===== src/rtl/poh_pkg.sv =====
package poh_pkg;
  typedef logic [7:0] poh_byte_t;

  typedef enum logic [1:0] {
    SEG_STROBE = 2'd0,
    SEG_DATA   = 2'd1,
    SEG_GAP    = 2'd2
  } seg_e;

  localparam int unsigned BITS_PER_BYTE = 8;
endpackage


===== src/rtl/poh_clkgen.sv =====
module poh_clkgen #(
  parameter int CLK_DIV = 2
) (
  input  logic clk,
  input  logic rst,
  output logic pclk,
  output logic rise_evt,
  output logic fall_evt
);
  localparam int CW = (CLK_DIV > 1) ? $clog2(CLK_DIV) : 1;
  localparam logic [CW-1:0] CNT_LAST = CW'(CLK_DIV - 1);

  logic [CW-1:0] div_cnt;
  logic          wrap;

  assign wrap     = (div_cnt == CNT_LAST);
  assign rise_evt = wrap && !pclk;
  assign fall_evt = wrap && pclk;

  always_ff @(posedge clk) begin
    if (rst) begin
      div_cnt <= '0;
      pclk    <= 1'b0;
    end else if (wrap) begin
      div_cnt <= '0;
      pclk    <= ~pclk;
    end else begin
      div_cnt <= div_cnt + 1'b1;
    end
  end
endmodule


===== src/rtl/poh_slot_seq.sv =====
module poh_slot_seq
  import poh_pkg::*;
#(
  parameter int NUM_SLOTS   = 9,
  parameter int GAP_PERIODS = 4,
  parameter int SLOT_W      = 4
) (
  input  logic              clk,
  input  logic              rst,
  input  logic              rise_evt,
  input  logic              fall_evt,
  output logic              en_strobe,
  output logic              frm_strobe,
  output logic              sample_now,
  output logic              byte_done,
  output logic [SLOT_W-1:0] slot_idx
);
  localparam int GW = (GAP_PERIODS > 1) ? $clog2(GAP_PERIODS) : 1;
  localparam bit HAS_GAP = (GAP_PERIODS > 0);
  localparam logic [GW-1:0] GAP_LAST = GW'((GAP_PERIODS > 0) ? GAP_PERIODS - 1 : 0);
  localparam logic [SLOT_W-1:0] SLOT_LAST = SLOT_W'(NUM_SLOTS - 1);
  localparam logic [2:0] BIT_LAST = 3'(BITS_PER_BYTE - 1);

  seg_e              seg_q, seg_d;
  logic [2:0]        bit_q, bit_d;
  logic [SLOT_W-1:0] slot_q, slot_d;
  logic [GW-1:0]     gap_q, gap_d;

  always_comb begin
    seg_d  = seg_q;
    bit_d  = bit_q;
    slot_d = slot_q;
    gap_d  = gap_q;
    if (fall_evt) begin
      case (seg_q)
        SEG_STROBE: begin
          seg_d = SEG_DATA;
          bit_d = '0;
        end
        SEG_DATA: begin
          if (bit_q == BIT_LAST) begin
            if (slot_q == SLOT_LAST) begin
              if (HAS_GAP) begin
                seg_d = SEG_GAP;
                gap_d = '0;
              end else begin
                seg_d  = SEG_STROBE;
                slot_d = '0;
              end
            end else begin
              seg_d  = SEG_STROBE;
              slot_d = slot_q + 1'b1;
            end
          end else begin
            bit_d = bit_q + 1'b1;
          end
        end
        SEG_GAP: begin
          if (gap_q == GAP_LAST) begin
            seg_d  = SEG_STROBE;
            slot_d = '0;
          end else begin
            gap_d = gap_q + 1'b1;
          end
        end
        default: begin
          seg_d  = SEG_STROBE;
          slot_d = '0;
        end
      endcase
    end
  end

  always_ff @(posedge clk) begin
    if (rst) begin
      seg_q  <= SEG_STROBE;
      bit_q  <= '0;
      slot_q <= '0;
      gap_q  <= '0;
    end else begin
      seg_q  <= seg_d;
      bit_q  <= bit_d;
      slot_q <= slot_d;
      gap_q  <= gap_d;
    end
  end

  assign en_strobe  = (seg_q == SEG_STROBE);
  assign frm_strobe = en_strobe && (slot_q == '0);
  assign sample_now = rise_evt && (seg_q == SEG_DATA);
  assign byte_done  = sample_now && (bit_q == BIT_LAST);
  assign slot_idx   = slot_q;
endmodule


===== src/rtl/poh_shift.sv =====
module poh_shift
  import poh_pkg::*;
(
  input  logic      clk,
  input  logic      rst,
  input  logic      sample_now,
  input  logic      sdi,
  output poh_byte_t cap_byte
);
  logic [6:0] shreg;

  always_ff @(posedge clk) begin
    if (rst) begin
      shreg <= '0;
    end else if (sample_now) begin
      shreg <= {shreg[5:0], sdi};
    end
  end

  assign cap_byte = {shreg, sdi};
endmodule


===== src/rtl/poh_src_sel.sv =====
module poh_src_sel
  import poh_pkg::*;
#(
  parameter int NUM_SLOTS = 9,
  parameter int C2_SLOT   = 2,
  parameter int SLOT_W    = 4
) (
  input  logic              clk,
  input  logic              rst,
  input  logic              byte_done,
  input  logic [SLOT_W-1:0] slot_idx,
  input  poh_byte_t         cap_byte,
  input  logic              c2_serial_sel,
  input  poh_byte_t         sw_c2,
  output logic              out_valid,
  output poh_byte_t         out_byte,
  output logic [SLOT_W-1:0] out_slot
);
  poh_byte_t pick;

  generate
    if (C2_SLOT < NUM_SLOTS) begin : g_c2_override
      localparam logic [SLOT_W-1:0] C2_IDX = SLOT_W'(C2_SLOT);
      always_comb begin
        if ((slot_idx == C2_IDX) && !c2_serial_sel) pick = sw_c2;
        else pick = cap_byte;
      end
    end else begin : g_no_override
      always_comb pick = cap_byte;
    end
  endgenerate

  always_ff @(posedge clk) begin
    if (rst) begin
      out_valid <= 1'b0;
      out_byte  <= '0;
      out_slot  <= '0;
    end else begin
      out_valid <= byte_done;
      if (byte_done) begin
        out_byte <= pick;
        out_slot <= slot_idx;
      end
    end
  end
endmodule


===== src/rtl/poh_serial_insert.sv =====
module poh_serial_insert
  import poh_pkg::*;
#(
  parameter int CLK_DIV     = 2,
  parameter int NUM_SLOTS   = 9,
  parameter int GAP_PERIODS = 4,
  parameter int C2_SLOT     = 2,
  localparam int SLOT_W     = (NUM_SLOTS > 1) ? $clog2(NUM_SLOTS) : 1
) (
  input  logic              clk,
  input  logic              rst,
  input  logic              c2_serial_sel,
  input  logic [7:0]        sw_c2,
  input  logic              poh_sdi,
  output logic              poh_clk_o,
  output logic              poh_en_o,
  output logic              poh_frm_o,
  output logic              ins_valid,
  output logic [7:0]        ins_byte,
  output logic [SLOT_W-1:0] ins_slot
);
  logic              rise_evt, fall_evt;
  logic              sample_now, byte_done;
  logic [SLOT_W-1:0] slot_idx;
  poh_byte_t         cap_byte;

  poh_clkgen #(.CLK_DIV(CLK_DIV)) u_clkgen (
    .clk      (clk),
    .rst      (rst),
    .pclk     (poh_clk_o),
    .rise_evt (rise_evt),
    .fall_evt (fall_evt)
  );

  poh_slot_seq #(
    .NUM_SLOTS   (NUM_SLOTS),
    .GAP_PERIODS (GAP_PERIODS),
    .SLOT_W      (SLOT_W)
  ) u_seq (
    .clk        (clk),
    .rst        (rst),
    .rise_evt   (rise_evt),
    .fall_evt   (fall_evt),
    .en_strobe  (poh_en_o),
    .frm_strobe (poh_frm_o),
    .sample_now (sample_now),
    .byte_done  (byte_done),
    .slot_idx   (slot_idx)
  );

  poh_shift u_shift (
    .clk        (clk),
    .rst        (rst),
    .sample_now (sample_now),
    .sdi        (poh_sdi),
    .cap_byte   (cap_byte)
  );

  poh_src_sel #(
    .NUM_SLOTS (NUM_SLOTS),
    .C2_SLOT   (C2_SLOT),
    .SLOT_W    (SLOT_W)
  ) u_sel (
    .clk           (clk),
    .rst           (rst),
    .byte_done     (byte_done),
    .slot_idx      (slot_idx),
    .cap_byte      (cap_byte),
    .c2_serial_sel (c2_serial_sel),
    .sw_c2         (sw_c2),
    .out_valid     (ins_valid),
    .out_byte      (ins_byte),
    .out_slot      (ins_slot)
  );
endmodule


===== config.mk =====
export PLATFORM = sky130hd
export DESIGN_NAME = poh_serial_insert
export DESIGN_NICKNAME = d
export VERILOG_FILES = /design/src/rtl/poh_pkg.sv /design/src/rtl/poh_clkgen.sv /design/src/rtl/poh_slot_seq.sv /design/src/rtl/poh_shift.sv /design/src/rtl/poh_src_sel.sv /design/src/rtl/poh_serial_insert.sv
export SDC_FILE = /design/constraint.sdc
export NUM_CORES = 1
export LEC_CHECK = 0
export BUFFER_PORTS_ARGS = -buffer_cell sky130_fd_sc_hd__buf_2
export CAP_MARGIN = 20
export CORE_MARGIN = 2
export CORE_UTILIZATION = 39
export DETAILED_ROUTE_END_ITERATION = 8
export GPL_ROUTABILITY_DRIVEN = 0
export HOLD_SLACK_MARGIN = 0.15
export MAX_ROUTING_LAYER = met4
export PLACE_DENSITY = 0.68
export RECOVER_POWER = 25
export SYNTH_ARGS = -nofsm -noshare
export SYNTH_HDL_FRONTEND = slang
export SYNTH_SLANG_ARGS = --single-unit

===== constraint.sdc =====
create_clock -name clk -period 3.4 [get_ports clk]
set_input_delay 0.34 -clock clk [delete_from_list [all_inputs] [get_ports clk]]
set_output_delay 0.34 -clock clk [all_outputs]
set_load 0.03 [all_outputs]

==> results_dict.tcl, run 1 <==
set metrics [dict create \
    synth_xor_area_frac 0.00556 \
    first_global_vias 1042 \
    hold_viol_final 0 \
    drc 0 \
    coreArea_um2 3940 \
    clk_path_buf_depth 2 \
    boundaryPins 28 \
    cts_root_buffer "clkbuf_8" \
    rows 23 \
    cts_made_buffers 5 \
    hold_path_class "in2reg" \
    h-tree-depth 2 \
    synth_warnings 0 \
    p_leak_nw 0.617 \
    synth_top_family_by_area "simple AND/OR/NAND/NOR gates" \
    synthToLayoutAreaGrowth_pct 14.8 \
    cts_resized 0 \
    dr.pass1.iters 4 \
    critPathRequiredTime_ps 3580 \
    r2r_setup_slack_ps 1540 \
    setup_viol 0 \
    max_stage_delay_ps 1140 \
    crit_path_top_delay_cell "clkbuf_1" \
    grt_pass1_wl_um 4600 \
    max_freq_ghz 0.495 \
    endpoint_kind "flip-flop" \
    grt_antenna_before_repair 0 \
    synthCells 160 \
    clock_sinks 33 \
    netlist_area_um2 1570 \
    worstRegToRegCells 6 \
    wl_um 2860 \
    floorplan.initialDensity 0.399 \
    maxCapViolations 1 \
    synth-seq-cells 33 \
    clk-insertion-delay-late_ps 290 \
    skew_ps 4.39 \
    synth_compound_area_frac 0.160 \
    avgSynthCellArea_um2 9.84 \
    final_common_cell "dfxtp_1" \
    track_usage 0.141 \
    power_density_nw_per_um2 448 \
    postCtsHoldBufs 0 \
    cts_setup_buffers 0 \
    ant_nets 0 \
    final_cell_mix "33 x dfxtp_1, 25 x nor2_1, 16 x buf_2, 15 x mux2i_1, 15 x nand2_1" \
    synthDistinctLibCells 38 \
    crit_type "in2reg" \
    hold_depth 3 \
    nets 202 \
    overflow 0 \
    dieArea_um2 4560 \
    arrival_ps 2200 \
    chipHeight_um 67.5 \
    yosys.area_share.simple 0.203 \
    slew_headroom -0.0732 \
    grt_max_degree 34 \
    synthAdderAreaFrac 0.0477 \
    post-route-util 0.458 \
    report.final.slew_viol_count 34 \
    path_clk_slew_ps 70 \
    vias 1188 \
    period_minus_slack_ps 2020 \
    via_per_inst 5.06 \
    wl_per_cell_um 12.2 \
    drtIter0Drc 62 \
    layout-drive-gt1-share 0.232 \
    synth_mux_area_frac 0.103 \
    io_buffers 27 \
    synth_seq_area_share 0.420 \
    rsz0062_at_grt "no" \
    die_w_um 67.5 \
    violations "capacitance limit, slew limit" \
    start_kind "primary input" \
    fin_total_pwr_mw 0.810 \
    critPathMaxFanout 33 \
    dp_hpwl_um 2000 \
    n_antenna_cell 0 \
    tightest_slew_ps 1610 \
    cts_tree "yes" \
    path_cells "clkbuf_1, inv_1, nand4b_1, nor3_1, a31o_2" \
    layout_worst_path_cycle_share 0.595 \
    status "finished with violations" \
    final.setup.tns_ps 0 \
    synthesis.nets 178 \
    peakVddDrop_mv 0.246 \
]
==> routing by layer <==
| layer | global-route usage | vias up | wire length (um) |
|---|---|---|---|
| li1 | - | 613 | - |
| met1 | 0.161 | 543 | 1360 |
| met2 | 0.217 | 25 | 1270 |
| met3 | 0.0567 | 7 | 166 |
| met4 | 0.0612 | 0 | 53 |
| met5 | - | - | 0 |
==> final timing paths <==
path | from | endpoint
worst max-delay path | rst | u_seq.gap_q[1]$_SDFFE_PP0P_
worst min-delay path | poh_sdi | u_shift.shreg[0]$_SDFFE_PP0P_
worst max register to register | u_seq.bit_q[0]$_SDFFE_PP0P_ | u_seq.bit_q[1]$_SDFFE_PP0P_
worst min register to register | u_sel.out_slot[0]$_SDFFE_PP0P_ | u_sel.out_slot[0]$_SDFFE_PP0P_
==> sequential cells by signal, summed over array words and instances (netlist names) <==
| name | flops |
|---|---|
| u_sel.out_valid | 1 |
| u_clkgen.pclk | 1 |
| u_seq.seg_q | 2 |
| u_clkgen.div_cnt | 1 |
| u_sel.out_slot | 4 |
| u_seq.gap_q | 2 |
| u_seq.slot_idx | 4 |
| u_seq.bit_q | 3 |
| u_sel.out_byte | 8 |
| u_shift.shreg | 7 |
==> logic make-up after synthesis <==
kind of cell / Yosys count
XOR/XNOR: 1
buffers and inverters: 15
multiplexers: 16
adder cells (fa/ha/maj): 6
flip-flops: 33
AO/OA/AOI/OAI: 28
AND/OR/NAND/NOR: 61
==> report_power, final <==
group	switching, mW	internal [mW]	leakage (nW)
Sequential	0.00515	0.390	0.266
Combinational	0.0230	0.0122	0.293
Clock	0.141	0.239	0.0585
==> critical path, delay by kind of cell <==
kind / cells / cell delay, ps
buf+inv: 2 / 1410
compound gates: 1 / 210
simple gates: 2 / 240
==> through the flow <==
step	instance area (um2)	worst slack (ps)	hold WS, ps	cells
after global routing	1810	1180	339	235
after CTS	1820	1540	310	235
after detailed placement	1700	1550	444	227
after global placement	1700	1590	442	227
final	1810	1380	314	235
after floorplan	1570	1130	455	160
==> Yosys cell counts <==
cell type,count,area (um2)
nand2b_1,2,12.5
nor4_1,1,6.26
nor3_1,4,20.0
nor4_4,1,21.3
clkbuf_1,4,15.0
o31ai_4,1,21.3
inv_1,4,15.0
or3b_1,1,8.76
o2111ai_1,1,8.76
nor3b_1,1,7.51
nand2_1,15,56.3
and4bb_1,1,12.5
a211oi_2,8,100
ha_1,6,75.1
buf_6,5,56.3
and3b_2,1,10.0
xnor2_1,1,8.76
mux2_2,1,11.3
nor4bb_1,1,10.0
a221oi_2,1,15.0
and2_1,1,6.26
a21oi_1,8,40.0
dfxtp_1,33,661
a32oi_1,1,8.76
a32o_1,1,10.0
nor2_1,25,93.8
nor4b_1,1,8.76
nand4b_1,1,8.76
or4b_2,1,10.0
or2_1,1,6.26
mux2i_1,15,150
a31o_2,2,17.5
and2_4,1,8.76
a22oi_1,2,15.0
buf_2,2,10.0
nor2b_1,1,6.26
o21ai_0,3,15.0
nand2_2,1,6.26
==> area by class of cell <==
| class | count | area [um2] |
|---|---|---|
| Sequential cell | 33 | 661 |
| Tap cell | 50 | 62.6 |
| Timing Repair Buffer | 28 | 129 |
| Clock inverter | 1 | 30.0 |
| Clock buffer | 7 | 86.3 |
| Multi-Input combinational cell | 112 | 823 |
| Inverter | 4 | 15.0 |
| Fill cell | 379 | 2140 |
No activity file was read; power rests on OpenSTA's default activity.
==> run 2: changes to the inputs <==
Clock period 3.4 ns to 1.9 ns, I/O delays scaled along.
==> run 2 against run 1 <==
The flow now finishes without violations. Global-route usage down 0.45 points. Clock skew up 4.4 ps. Count of clock-buffer cells in the layout unchanged. Via count down 1.8%. Register-to-register slack worse by 1400 ps. Setup slack worse by 1200 ps. Cell count up 1.7%. Combinational power up 88%. Hold slack worse by 150 ps. Critical path type is now reg2reg. Highest routed layer unchanged.
==> results_dict.tcl, run 2 (synthesis gave the netlist of run 1 again) <==
set metrics [dict create \
    worstRegToRegCells 6 \
    track_usage 0.136 \
    overflow 0 \
    multi_input_area_um2 830 \
    critPathMaxFanout 4 \
    cts_tree "yes" \
    h-tree-depth 2 \
    cts_root_buffer "clkbuf_8" \
    endpoint_kind "flip-flop" \
    start_kind "flip-flop" \
    finalInstanceArea_um2 1840 \
    layout-drive-gt1-share 0.259 \
    power_density_nw_per_um2 790 \
    seqPwrFrac 0.485 \
    switching_share 0.211 \
    top_register "u_sel.out_byte" \
    power.switching_mw 0.308 \
    dp_hpwl_um 2040 \
    clock_sinks 33 \
    drtIter0Drc 62 \
    synthToLayoutAreaGrowth_pct 17.2 \
    nFillCells 381 \
    cts_resized 0 \
    hold_depth 3 \
    slew_headroom 0.716 \
    rr_endpoint "u_seq.slot_idx[3]$_SDFFE_PP0P_" \
    die_w_um 67.5 \
    critPathRequiredTime_ps 2080 \
    fin_total_pwr_mw 1.46 \
    dieArea_um2 4560 \
    crit_end "u_seq.slot_idx[3]$_SDFFE_PP0P_" \
    vias 1167 \
    floorplan.initialDensity 0.399 \
    grt_max_degree 33 \
    chipHeight_um 67.5 \
    postCtsHoldBufs 0 \
    rsz0062_at_grt "no" \
    clockPowerShare 0.470 \
    wl_um 2870 \
    via_per_inst 4.88 \
    clk_path_buf_depth 2 \
    final.setup.tns_ps 0 \
    ant_nets 0 \
    grt_pass1_wl_um 4460 \
    cts_setup_buffers 0 \
    skew_ps 8.77 \
    regToRegStartpoint "u_seq.bit_q[0]$_SDFFE_PP0P_" \
    max_freq_ghz 0.579 \
    report.final.slew_viol_count 0 \
    internal_power_mw 1.15 \
    ff_latch_area_um2 661 \
    clk-insertion-delay-late_ps 290 \
    io_buffers 27 \
    hold_viol_final 0 \
    final_cell_mix "33 x dfxtp_1, 25 x nor2_1, 17 x buf_2, 15 x mux2i_1, 15 x nand2_1" \
    nets 206 \
    path_clk_slew_ps 70 \
    crit_type "reg2reg" \
    pwr-share-comb 0.045 \
    layout_worst_path_cycle_share 0.910 \
    setup_viol 0 \
    place_area_um2 1740 \
    first_global_vias 1054 \
    top_regs "u_sel.out_byte: 8 flops, u_shift.shreg: 7 flops" \
    n_antenna_cell 0 \
    coreArea_um2 3940 \
    largest_register_ffs 8 \
    tightest_slew_ps 426 \
    r2r_setup_slack_ps 170 \
    boundaryPins 28 \
    cts_made_buffers 5 \
    period_minus_slack_ps 1730 \
    status "complete, no violations" \
    p_leak_nw 0.643 \
    critical_path.startpoint "u_seq.bit_q[0]$_SDFFE_PP0P_" \
    wl_per_cell_um 12.0 \
    peakVddDrop_mv 0.617 \
    grt_antenna_before_repair 0 \
    rows 23 \
    final_common_cell "dfxtp_1" \
    drc 0 \
    maxCapViolations 0 \
    hold_path_class "in2reg" \
    dr.pass1.iters 4 \
    arrival_ps 1910 \
]
[run 2: changes by cell type in the layout (fill, tap and decap cells not counted)]
cell	before	now
buf_2	16	17
buf_4	1	5
clkbuf_1	12	11
nor4bb_1	1	0
nor4bb_2	0	1
[run 2: routing by layer]
layer,GRT usage,part of all wire,up-vias
met5,-,0,-
met4,0.0765,0.023,0
met3,0.0417,0.051,7
met2,0.205,0.44,24
met1,0.162,0.49,519
li1,-,-,617
[run 2: critical path, stage by stage, from the launching register on]
cell and delay (ps):
dfxtp_1 370, ha_1 170, ha_1 170, nand2_1 150, o31ai_4 350, o21ai_0 150
a32o_1 270
[run 2: how the worst min path moves through the flow]
stage               slack [ps]                              to                            from
global placement           440  u_sel.out_slot[0]$_SDFFE_PP0P_  u_sel.out_slot[0]$_SDFFE_PP0P_
global route               180   u_shift.shreg[0]$_SDFFE_PP0P_                         poh_sdi
detailed placement         440  u_sel.out_slot[0]$_SDFFE_PP0P_  u_sel.out_slot[0]$_SDFFE_PP0P_
finish                     160   u_shift.shreg[0]$_SDFFE_PP0P_                         poh_sdi
floorplan                  340   u_shift.shreg[0]$_SDFFE_PP0P_                         poh_sdi
CTS                        150   u_shift.shreg[0]$_SDFFE_PP0P_                         poh_sdi
[run 2: power by group through the flow]
| stage | Clock, mW | Sequential (mW) | Combinational (mW) |
|---|---|---|---|
| floorplan | 0 | 0.723 | 0.0453 |
| global placement | 0 | 0.722 | 0.0667 |
| detailed placement | 0 | 0.722 | 0.0670 |
| CTS | 0.697 | 0.706 | 0.0674 |
| global route | 0.724 | 0.707 | 0.0723 |
| finish | 0.684 | 0.706 | 0.0660 |
[run 2: cell type report]
type                            instances  area share
Multi-Input combinational cell        112       0.450
Inverter                                4     0.00814
Sequential cell                        33       0.358
Clock inverter                          1      0.0163
Timing Repair Buffer                   32      0.0868
Clock buffer                            7      0.0468
Tap cell                               50      0.0339
[run 2: stage by stage]
stage,hold WS (ps),util,cells,setup slack [ps]
2_1_floorplan,337,-,160,58.6
3_3_place_gp,444,0.441,231,196
3_5_place_dp,444,0.441,231,173
4_1_cts,154,0.471,239,164
5_1_grt,179,0.468,239,83.0
6_report,159,0.468,239,172
